<file path="src/rtl/fdc_lpm_pkg.sv">
package fdc_lpm_pkg;
  localparam int unsigned AW = 2;
  localparam int unsigned DW = 8;
  localparam int unsigned RATE_W = 6;

  localparam logic [AW-1:0] A_CTL  = 2'd0;
  localparam logic [AW-1:0] A_RATE = 2'd1;
  localparam logic [AW-1:0] A_STAT = 2'd2;
  localparam logic [AW-1:0] A_DATA = 2'd3;

  localparam int unsigned CTL_RSTN_BIT  = 2;
  localparam int unsigned RATE_PD_BIT   = 6;
  localparam int unsigned RATE_SRST_BIT = 7;

  localparam logic [DW-1:0]     CTL_DEF  = 8'h04;
  localparam logic [RATE_W-1:0] RATE_DEF = 6'h02;
  localparam logic [DW-1:0]     DATA_DEF = 8'h00;

  typedef enum logic {
    PM_RUN  = 1'b0,
    PM_DOWN = 1'b1
  } pm_state_e;
endpackage

</file>
<file path="src/rtl/fdc_lpm_decode.sv">
module fdc_lpm_decode
  import fdc_lpm_pkg::*;
(
  input  logic          wr_i,
  input  logic          rd_i,
  input  logic [AW-1:0] addr_i,
  input  logic [DW-1:0] wdata_i,
  output logic          rst_req_o,
  output logic          pd_req_o,
  output logic          wake_acc_o,
  output logic          ctl_we_o,
  output logic          rate_we_o,
  output logic          data_we_o
);
  logic wr_ctl, wr_rate;

  always_comb begin
    wr_ctl     = wr_i && (addr_i == A_CTL);
    wr_rate    = wr_i && (addr_i == A_RATE);
    rst_req_o  = (wr_ctl && !wdata_i[CTL_RSTN_BIT]) ||
                 (wr_rate && wdata_i[RATE_SRST_BIT]);
    // reset wins over a power-down bit in the same write
    pd_req_o   = wr_rate && wdata_i[RATE_PD_BIT] && !wdata_i[RATE_SRST_BIT];
    wake_acc_o = (wr_i || rd_i) && ((addr_i == A_STAT) || (addr_i == A_DATA));
    ctl_we_o   = wr_ctl && !rst_req_o;
    rate_we_o  = wr_rate && !rst_req_o;
    data_we_o  = wr_i && (addr_i == A_DATA);
  end
endmodule

</file>
<file path="src/rtl/fdc_lpm_fsm.sv">
module fdc_lpm_fsm
  import fdc_lpm_pkg::*;
(
  input  logic      clk_i,
  input  logic      rst_ni,
  input  logic      rst_req_i,
  input  logic      pd_req_i,
  input  logic      wake_acc_i,
  output pm_state_e state_o,
  output logic      sw_rst_o
);
  pm_state_e state_q, state_d;
  logic      sw_rst_q;

  always_comb begin
    state_d = state_q;
    if (rst_req_i) begin
      state_d = PM_RUN;
    end else begin
      unique case (state_q)
        PM_RUN:  if (pd_req_i)   state_d = PM_DOWN;
        PM_DOWN: if (wake_acc_i) state_d = PM_RUN;
        default: state_d = PM_RUN;
      endcase
    end
  end

  always_ff @(posedge clk_i or negedge rst_ni) begin
    if (!rst_ni) begin
      state_q  <= PM_RUN;
      sw_rst_q <= 1'b0;
    end else begin
      state_q  <= state_d;
      sw_rst_q <= rst_req_i;
    end
  end

  assign state_o  = state_q;
  assign sw_rst_o = sw_rst_q;

  AST_PD_ENTRY: assert property (@(posedge clk_i) disable iff (!rst_ni)
    pd_req_i |=> state_q == PM_DOWN);
  AST_SRST_EXIT: assert property (@(posedge clk_i) disable iff (!rst_ni)
    rst_req_i |=> (state_q == PM_RUN) && sw_rst_q);
  AST_ACC_WAKE: assert property (@(posedge clk_i) disable iff (!rst_ni)
    (state_q == PM_DOWN) && wake_acc_i |=> state_q == PM_RUN);
  AST_NO_PULSE_ON_WAKE: assert property (@(posedge clk_i) disable iff (!rst_ni)
    (state_q == PM_DOWN) && wake_acc_i && !rst_req_i |=> !sw_rst_q);
  AST_DOWN_HOLD: assert property (@(posedge clk_i) disable iff (!rst_ni)
    (state_q == PM_DOWN) && !wake_acc_i && !rst_req_i |=> state_q == PM_DOWN);
endmodule

</file>
<file path="src/rtl/fdc_lpm_regs.sv">
module fdc_lpm_regs
  import fdc_lpm_pkg::*;
(
  input  logic          clk_i,
  input  logic          rst_ni,
  input  logic          rst_req_i,
  input  logic          ctl_we_i,
  input  logic          rate_we_i,
  input  logic          data_we_i,
  input  logic          down_i,
  input  logic          rd_i,
  input  logic [AW-1:0] addr_i,
  input  logic [DW-1:0] wdata_i,
  input  logic [DW-1:0] stat_i,
  output logic [DW-1:0] rdata_o
);
  logic [DW-1:0]     ctl_q, data_q, stat_q;
  logic [RATE_W-1:0] rate_q;

  always_ff @(posedge clk_i or negedge rst_ni) begin
    if (!rst_ni) begin
      ctl_q  <= CTL_DEF;
      rate_q <= RATE_DEF;
      data_q <= DATA_DEF;
      stat_q <= '0;
    end else if (rst_req_i) begin
      ctl_q  <= CTL_DEF;
      rate_q <= RATE_DEF;
      data_q <= DATA_DEF;
      stat_q <= '0;
    end else begin
      if (ctl_we_i)  ctl_q  <= wdata_i;
      if (rate_we_i) rate_q <= wdata_i[RATE_W-1:0];
      if (data_we_i) data_q <= wdata_i;
      // status copy frozen while the core clocks are off
      if (!down_i)   stat_q <= stat_i;
    end
  end

  always_comb begin
    rdata_o = '0;
    if (rd_i) begin
      unique case (addr_i)
        A_CTL:   rdata_o = ctl_q;
        A_RATE:  rdata_o = {1'b0, down_i, rate_q};
        A_STAT:  rdata_o = stat_q;
        default: rdata_o = data_q;
      endcase
    end
  end

  AST_STAT_FROZEN: assert property (@(posedge clk_i) disable iff (!rst_ni)
    down_i && !rst_req_i |=> $stable(stat_q));
  AST_DATA_KEPT: assert property (@(posedge clk_i) disable iff (!rst_ni)
    down_i && !data_we_i && !rst_req_i |=> $stable(data_q));
  AST_SRST_DEFAULT: assert property (@(posedge clk_i) disable iff (!rst_ni)
    rst_req_i |=> (ctl_q == CTL_DEF) && (rate_q == RATE_DEF) && (data_q == DATA_DEF));
endmodule

</file>
<file path="src/rtl/fdc_lpm_clk_en.sv">
module fdc_lpm_clk_en #(
  parameter int unsigned N_DOMAINS = 3
) (
  input  logic                 down_i,
  output logic [N_DOMAINS-1:0] clk_en_o
);
  for (genvar g = 0; g < N_DOMAINS; g++) begin : g_dom
    assign clk_en_o[g] = !down_i;
  end
endmodule

</file>
<file path="src/rtl/fdc_lpm_ctrl.sv">
module fdc_lpm_ctrl
  import fdc_lpm_pkg::*;
#(
  parameter int unsigned N_DOMAINS = 3
) (
  input  logic                 clk_i,
  input  logic                 rst_ni,
  input  logic                 wr_i,
  input  logic                 rd_i,
  input  logic [AW-1:0]        addr_i,
  input  logic [DW-1:0]        wdata_i,
  output logic [DW-1:0]        rdata_o,
  input  logic [DW-1:0]        stat_i,
  output logic [N_DOMAINS-1:0] clk_en_o,
  output logic                 pwr_down_o,
  output logic                 sw_rst_o
);
  logic      rst_req, pd_req, wake_acc, ctl_we, rate_we, data_we, down;
  pm_state_e state;

  fdc_lpm_decode u_dec (
    .wr_i       (wr_i),
    .rd_i       (rd_i),
    .addr_i     (addr_i),
    .wdata_i    (wdata_i),
    .rst_req_o  (rst_req),
    .pd_req_o   (pd_req),
    .wake_acc_o (wake_acc),
    .ctl_we_o   (ctl_we),
    .rate_we_o  (rate_we),
    .data_we_o  (data_we)
  );

  fdc_lpm_fsm u_fsm (
    .clk_i      (clk_i),
    .rst_ni     (rst_ni),
    .rst_req_i  (rst_req),
    .pd_req_i   (pd_req),
    .wake_acc_i (wake_acc),
    .state_o    (state),
    .sw_rst_o   (sw_rst_o)
  );

  assign down       = (state == PM_DOWN);
  assign pwr_down_o = down;

  fdc_lpm_regs u_regs (
    .clk_i     (clk_i),
    .rst_ni    (rst_ni),
    .rst_req_i (rst_req),
    .ctl_we_i  (ctl_we),
    .rate_we_i (rate_we),
    .data_we_i (data_we),
    .down_i    (down),
    .rd_i      (rd_i),
    .addr_i    (addr_i),
    .wdata_i   (wdata_i),
    .stat_i    (stat_i),
    .rdata_o   (rdata_o)
  );

  fdc_lpm_clk_en #(.N_DOMAINS(N_DOMAINS)) u_cen (
    .down_i   (down),
    .clk_en_o (clk_en_o)
  );

  AST_GATED_DOWN: assert property (@(posedge clk_i) disable iff (!rst_ni)
    pwr_down_o |-> clk_en_o == '0);
  AST_ENABLED_RUN: assert property (@(posedge clk_i) disable iff (!rst_ni)
    !pwr_down_o |-> &clk_en_o);
  AST_RD_IDLE: assert property (@(posedge clk_i) disable iff (!rst_ni)
    !rd_i |-> rdata_o == '0);
  AST_PULSE_SHORT: assert property (@(posedge clk_i) disable iff (!rst_ni)
    sw_rst_o && !(wr_i && (addr_i == A_CTL) && !wdata_i[CTL_RSTN_BIT])
             && !(wr_i && (addr_i == A_RATE) && wdata_i[RATE_SRST_BIT]) |=> !sw_rst_o);
endmodule

</file>
<file path="config.mk">
export PLATFORM = sky130hd
export DESIGN_NAME = fdc_lpm_ctrl
export DESIGN_NICKNAME = d
export VERILOG_FILES = /design/src/rtl/fdc_lpm_pkg.sv /design/src/rtl/fdc_lpm_decode.sv /design/src/rtl/fdc_lpm_fsm.sv /design/src/rtl/fdc_lpm_regs.sv /design/src/rtl/fdc_lpm_clk_en.sv /design/src/rtl/fdc_lpm_ctrl.sv
export SDC_FILE = /design/constraint.sdc
export NUM_CORES = 1
export LEC_CHECK = 0
export ABC_CLOCK_PERIOD_IN_PS = 1300
export BUFFER_PORTS_ARGS = -buffer_cell sky130_fd_sc_hd__buf_2
export CORE_UTILIZATION = 30
export CTS_CLUSTER_DIAMETER = 80
export DETAILED_ROUTE_END_ITERATION = 10
export PLACE_DENSITY_LB_ADDON = 0.08
export SLEW_MARGIN = 15
export SYNTH_ARGS = -nofsm -noshare
export SYNTH_HDL_FRONTEND = slang
export SYNTH_SLANG_ARGS = --single-unit
</file>
<file path="constraint.sdc">
create_clock -name clk_i -period 1.3 [get_ports clk_i]
set_input_delay 0.195 -clock clk_i [delete_from_list [all_inputs] [get_ports clk_i]]
set_output_delay 0.195 -clock clk_i [all_outputs]
set_load 0.005 [all_outputs]
</file>
==> results of run 1 <==
-- worst max-delay path, delay by kind of cell (launching register included) --
family	cells	cell delay, ns
mux	1	0.45
flops	1	0.38
simple gates	1	0.17
buf+inv	1	0.11
-- sequential cells by signal, summed over array words and instances (netlist names) --
register	cells
u_regs.ctl_q	8
u_regs.data_q	8
u_regs.stat_q	8
u_regs.rate_q	6
u_fsm.state_o	1
u_fsm.sw_rst_o	1
-- Yosys cell counts --
master / number / area share
buf_4: 2 / 0.0095
nand4_1: 1 / 0.0040
a22o_1: 12 / 0.066
and3_1: 2 / 0.0079
and4bb_2: 1 / 0.0079
buf_6: 2 / 0.014
nor2b_1: 2 / 0.0079
buf_8: 1 / 0.0095
o21ai_0: 5 / 0.016
mux4_2: 4 / 0.057
dfstp_2: 2 / 0.033
and2_1: 7 / 0.028
a22oi_1: 1 / 0.0047
nor2_1: 11 / 0.026
o211ai_1: 1 / 0.0047
mux2i_1: 8 / 0.051
a32o_1: 1 / 0.0063
mux4_1: 3 / 0.050
dfrtp_1: 30 / 0.47
buf_2: 5 / 0.016
nand3_1: 2 / 0.0063
a21oi_2: 1 / 0.0055
a21oi_1: 6 / 0.019
nor2b_2: 1 / 0.0055
nand2_1: 16 / 0.038
mux2_2: 1 / 0.0071
nand2b_1: 5 / 0.020
inv_1: 2 / 0.0047
-- path summary, 6_finish.rpt --
path                                   from               end  slack, ns  depth (start not counted)
hold reg to reg             u_regs.ctl_q[2]   u_regs.ctl_q[2]       0.50                          1
hold / removal                    stat_i[4]  u_regs.stat_q[4]       0.14                          3
min in group asynchronous            rst_ni    u_fsm.sw_rst_o       0.35                          2
setup reg to reg            u_regs.ctl_q[1]   u_regs.ctl_q[1]       0.23                          4
setup / recovery           u_regs.stat_q[3]        rdata_o[3]      -0.29                          3
max in group asynchronous            rst_ni  u_regs.data_q[0]       0.52                          3
-- cell type report --
type | count | area (um^2)
fillers | 520 | 2910
well taps | 70 | 87.6
clock inverters | 1 | 5.00
clock buffers | 7 | 76.3
flip-flops and latches | 32 | 803
repair buffers | 71 | 517
inverters | 2 | 7.51
multi-input cells | 91 | 706
-- stage by stage --
step           power (uW)  setup WS, ns  cell area [um^2]  cells
2_1_floorplan        1370        0.0291              1580    135
3_3_place_gp         1580        -0.164              1970    253
3_5_place_dp         1580        -0.172              1970    253
4_1_cts              2370        -0.313              2110    267
5_1_grt              2560        -0.348              2200    274
6_report             2410        -0.288              2200    274
-- power by group --
| group | internal [uW] | leakage, uW | switching (uW) |
|---|---|---|---|
| Clock | 376 | 0.0000422 | 371 |
| Combinational | 313 | 0.000591 | 204 |
| Sequential | 1090 | 0.000410 | 51.2 |
| Total | 1780 | 0.00104 | 627 |
-- cells by family after synthesis --
logic type / count (synthesis)
compound gates: 27
simple gates: 48
buf+inv: 12
mux: 16
flops: 32
-- per-layer routing --
metal | vias to the layer above | global-route usage | routed length, um
met5 | - | 0 | 0
met4 | 0 | 0.0713 | 22
li1 | 615 | - | -
met2 | 38 | 0.266 | 2040
met3 | 2 | 0.0542 | 237
met1 | 667 | 0.230 | 1920
-- timing repair --
action                     CTS  global route
pin swaps                    7             0
setup endpoints to repair   11            11
setup buffers                5             7
hold endpoints to repair    10             0
hold buffers                 1             0
gates resized for setup      8            11
-- layout by cell type (no fill, tap or decap), types with 5 or more instances in the layout --
cell,netlist,routed
a21oi_1,6,6
mux4_2,4,7
nand2_1,16,16
buf_4,2,33
dfrtp_1,30,30
and2_4,0,6
mux2i_1,8,8
buf_2,5,28
o21ai_0,5,5
buf_6,2,7
nor2_1,11,11
a22o_1,12,12
nand2b_1,5,5
clkbuf_8,0,5
==> results.md, run 1 <==
* Minimum clock period at 1.59 ns
* Worst Setup Start Kind: flop
* Failing checks: negative setup slack
* Required time worst endpoint at ~1.1 ns
* Syn Nets at 157
* Die H at 74.6 um
* Largest net degree at the start of global routing at 16
* GP Congestion at 0.744
* Main combinational cell family by area after synthesis: multiplexers
* Die Wd at 74.6 um
* Setup TNS at -2.10 ns
* RSZ-0062 raised after global routing: true
* Slowest cell on the critical path: mux4_2
* GRT Total Usage at 0.174
* Initial antenna violation count at 0
* PwrDens at 1090 nW/um^2
* Final setup fails at 8
* Synthesized flop and latch total at 32
* CTS H-tree depth at 2
* Io pins at 35
* CTS tree: done
* Average size of a mapped cell at about 12 um^2
* CTS Buf Count at 5
* Synth cell types at 28
* Register area share after synthesis at 0.508
* DR WL/cell at about 15 um
* Clk pin slew, worst setup/hold paths at 0.07 ns
* Number of nets with antenna violations after routing at 0
* Row cnt at 26
* Post-synthesis xor/xnor area fraction at 0
* CTS root buf: clkbuf_8
* Post-synthesis adder-cell area fraction at 0
* Core Area at approximately 5100 um^2
* Layout Utilization at 0.431
* CTS sink cnt at 32
* Actual slew at the worst max-slew pin at 0.408 ns
* Die Area at 5570 um^2
* Vias in the first global route at between 1000 and 1500
* DRC Markers at 0
* Ratio of cells with drive above 1 in the final layout at 0.475
* Initial Utilization at 0.310
* Total Nets Final at 225
* Simple-gate share of the synthesized area at 0.151
* First-pass GRT wire length at 6750 um
* Mapped Cells at about 140
* Setup Skew at 0.00942 ns
* WS Path Type: flop to output port
* Max cap viols at 0
* Number of vias per cell at 4.82
* Post-Syn Area at 1580 um^2
* Drt first pass iters at 4
* # port buffers at 34
* Lkg Pwr at around 0.0010 uW
* Final worst hold slack at 0.144 ns
* Hold WC Path Type: input pin to flop
* Routed WL at between 4000 and 5000 um
* Worst-path cell chain: mux4_2 > and2_4 > buf_6
* Yosys synthesis warning count at 0
* Clk_lat worst skew at 0.28 ns
* Maximum fanout along the worst path at 2
* Status: finished, violations left
* Synthesis-to-layout area growth at 39.2%
* CP peak stage delay at roughly 0.45 ns
* Slew HR at 0.727
* Detailed placement HPWL at 2930 um
* CP arrival at 1.39 ns
* Compound-Gate Fraction of Synth Area at 0.123
* Mux contribution to synthesized area at 0.165
* Slack of the critical path at -0.288 ns
* Largest vdd supply drop at 0.000551 V
* Fmax at between 600 and 700 MHz
* CP endpoint kind: output port
* Period utilization at 1.22
* N_diodes at 0
* Drt first-iter violations at 117
* Congestion Overflow GR at 0
* Total number of vias at 1322
* Slew Limit Fails at 0
* CTS Buffer Depth at 2
* Final hold vios at 0
Power figures use the tool's default switching activity.
==> run 2: changes to the inputs <==
Settings changed: ABC_CLOCK_PERIOD_IN_PS 1300 to 1650, BUFFER_PORTS_ARGS -buffer_cell sky130_fd_sc_hd__buf_2 to default, DONT_BUFFER_PORTS from default to 1.
Clock period 1.3 ns to 1.65 ns, I/O delays scaled along.
==> run 2 against run 1 <==
Against the previous run: the run now ends clean; design area is 21% lower; utilization is 8.9 points lower; cell count is 23% lower; power is 28% lower; first-iteration DRC count is 34% lower; non-clock buffer count is 64 lower; sequential power is 22% lower; clock-buffer cell count is 1 higher; critical endpoint is now rdata_o[0]; largest cell class unchanged.
==> results.md, run 2 (synthesis results as in run 1) <==
* Die H at 74.6 um
* Instance count on the critical path at 2
* Actual slew at the worst max-slew pin at between 0.4 and 0.5 ns
* PwrDens at between 900 and 1000 nW/um^2
* Worst Setup Start Kind: flop
* GRT Total Usage at 0.162
* CP bufs+invs at 0
* R2R cell count at 3
* Most common cell after layout, fill and taps aside: dfrtp_1
* CP peak stage delay at about 0.48 ns
* Clk_lat worst skew at 0.28 ns
* Slack of the critical path at 0.0816 ns
* WS Path Type: flop to output port
* Leading cell types in the layout, fill and taps excluded: 30 x dfrtp_1, 16 x nand2_1, 12 x a22o_1
* Minimum clock period at between 1.5 and 2 ns
* CTS tree: done
* CTS sink cnt at 32
* Status: complete, no violations
* Routed WL at 4010 um
* Maximum fanout along the worst path at 2
* Cts hold-fix bufs at 2
* Setup Skew at 0.00632 ns
* Initial Utilization at 0.310
* Total number of vias at 1067
* Slew Limit Fails at 0
* DRC Markers at 0
* Io pins at 35
* Row cnt at 26
* CP arrival at 1.32 ns
* Total Nets Final at 161
* Number of vias per cell at 5.08
* Clk pin slew, worst setup/hold paths at 0.07 ns
* Pre-CTS WS at 0.372 ns
* Required time worst endpoint at roughly 1.4 ns
* Drt first pass iters at 4
* Largest regs: u_regs.ctl_q (8), u_regs.data_q (8), u_regs.stat_q (8)
* Setup TNS at 0 ns
* Detailed placement HPWL at 2630 um
* # port buffers at 0
* Fill cells at 531
* CTS Buffer Depth at 2
* Final hold vios at 0
* First-pass GRT wire length at 6210 um
* Slowest cell on the critical path: mux4_1
* Max cap viols at 0
* Lkg Pwr at roughly 0.00075 uW
* DR WL/cell at ~19 um
* Fmax at about 640 MHz
* CTS H-tree depth at 2
* Die Area at 5570 um^2
* CTS root buf: clkbuf_8
* Vias in the first global route at 1119
* Congestion Overflow GR at 0
* GP Congestion at 0.716
* Worst hold path stage count at 2
* CTS Buf Count at 5
* Ratio of cells with drive above 1 in the final layout at 0.157
* Die Wd at 74.6 um
* Initial antenna violation count at 0
* Synthesis-to-layout area growth at 10.6%
* Drt first-iter violations at 77
* N_diodes at 0
* CP endpoint kind: output port
* Final setup fails at 0
* Largest vdd supply drop at about 0.00047 V
* Delay-heaviest family, CP: multiplexers
* Core Area at 5110 um^2
* Period utilization at 0.951
* RSZ-0062 raised after global routing: false
* Setup bufs post-CTS at 0
* Number of nets with antenna violations after routing at 0
* Post-CTS sizing at 0
* Hold WC Path Type: input pin to flop
* Slew HR at 0.697
* Worst-path cell chain: mux4_1 > and2_1
* Largest net degree at the start of global routing at 33
==> run 2: cell count changes in the layout (fill, tap and decap cells not counted), sizes merged <==
cell	delta
clkbuf	+1
buf	-64
clkinv	-1
==> run 2: worst paths after layout <==
| check | slack, ns | startpoint | endpoint |
|---|---|---|---|
| max in group asynchronous | 0.97 | rst_ni | u_regs.ctl_q[2] |
| min in group asynchronous | 0.43 | rst_ni | u_regs.data_q[6] |
| hold reg to reg | 0.50 | u_regs.ctl_q[2] | u_regs.ctl_q[2] |
| setup / recovery | 0.08 | u_regs.stat_q[0] | rdata_o[0] |
| hold / removal | 0.09 | wdata_i[0] | u_regs.data_q[0] |
| setup reg to reg | 0.69 | u_fsm.state_o | u_regs.stat_q[7] |
==> run 2: per-layer routing <==
layer  vias up  global-route usage  part of all wire
li1        489                   -                 -
met1       538               0.223              0.45
met2        36               0.247              0.49
met3         4              0.0434             0.054
met4         0              0.0566             0.010
met5         -                   0                 0
==> run 2: cell type report <==
type | instances | area (um^2) | area share
tap | 70 | 87.6 | 0.0501
timing repair buffer | 7 | 67.6 | 0.0386
multi-input combinational | 91 | 693 | 0.396
inverter | 2 | 7.51 | 0.00429
sequential | 32 | 803 | 0.459
clock buffer | 8 | 90.1 | 0.0515
==> run 2: stage by stage <==
| stage | hold slack (ns) | utilization | total power (uW) | area, um^2 | instances |
|---|---|---|---|---|---|
| after floorplan | -0.0481 | - | 1080 | 1580 | 135 |
| after global placement | -0.0473 | 0.319 | 1100 | 1630 | 200 |
| after detailed placement | -0.0473 | 0.319 | 1110 | 1630 | 200 |
| after CTS | 0.0822 | 0.342 | 1750 | 1750 | 210 |
| after global routing | 0.0890 | 0.342 | 1820 | 1750 | 210 |
| final | 0.0923 | 0.342 | 1730 | 1750 | 210 |
==> run 2: report_power, final <==
group	leakage [uW]	internal, uW	switching, uW
clock	0.0000455	340	270
sequential	0.000410	863	39.3
combinational	0.000290	117	97.2
total	0.000745	1320	407
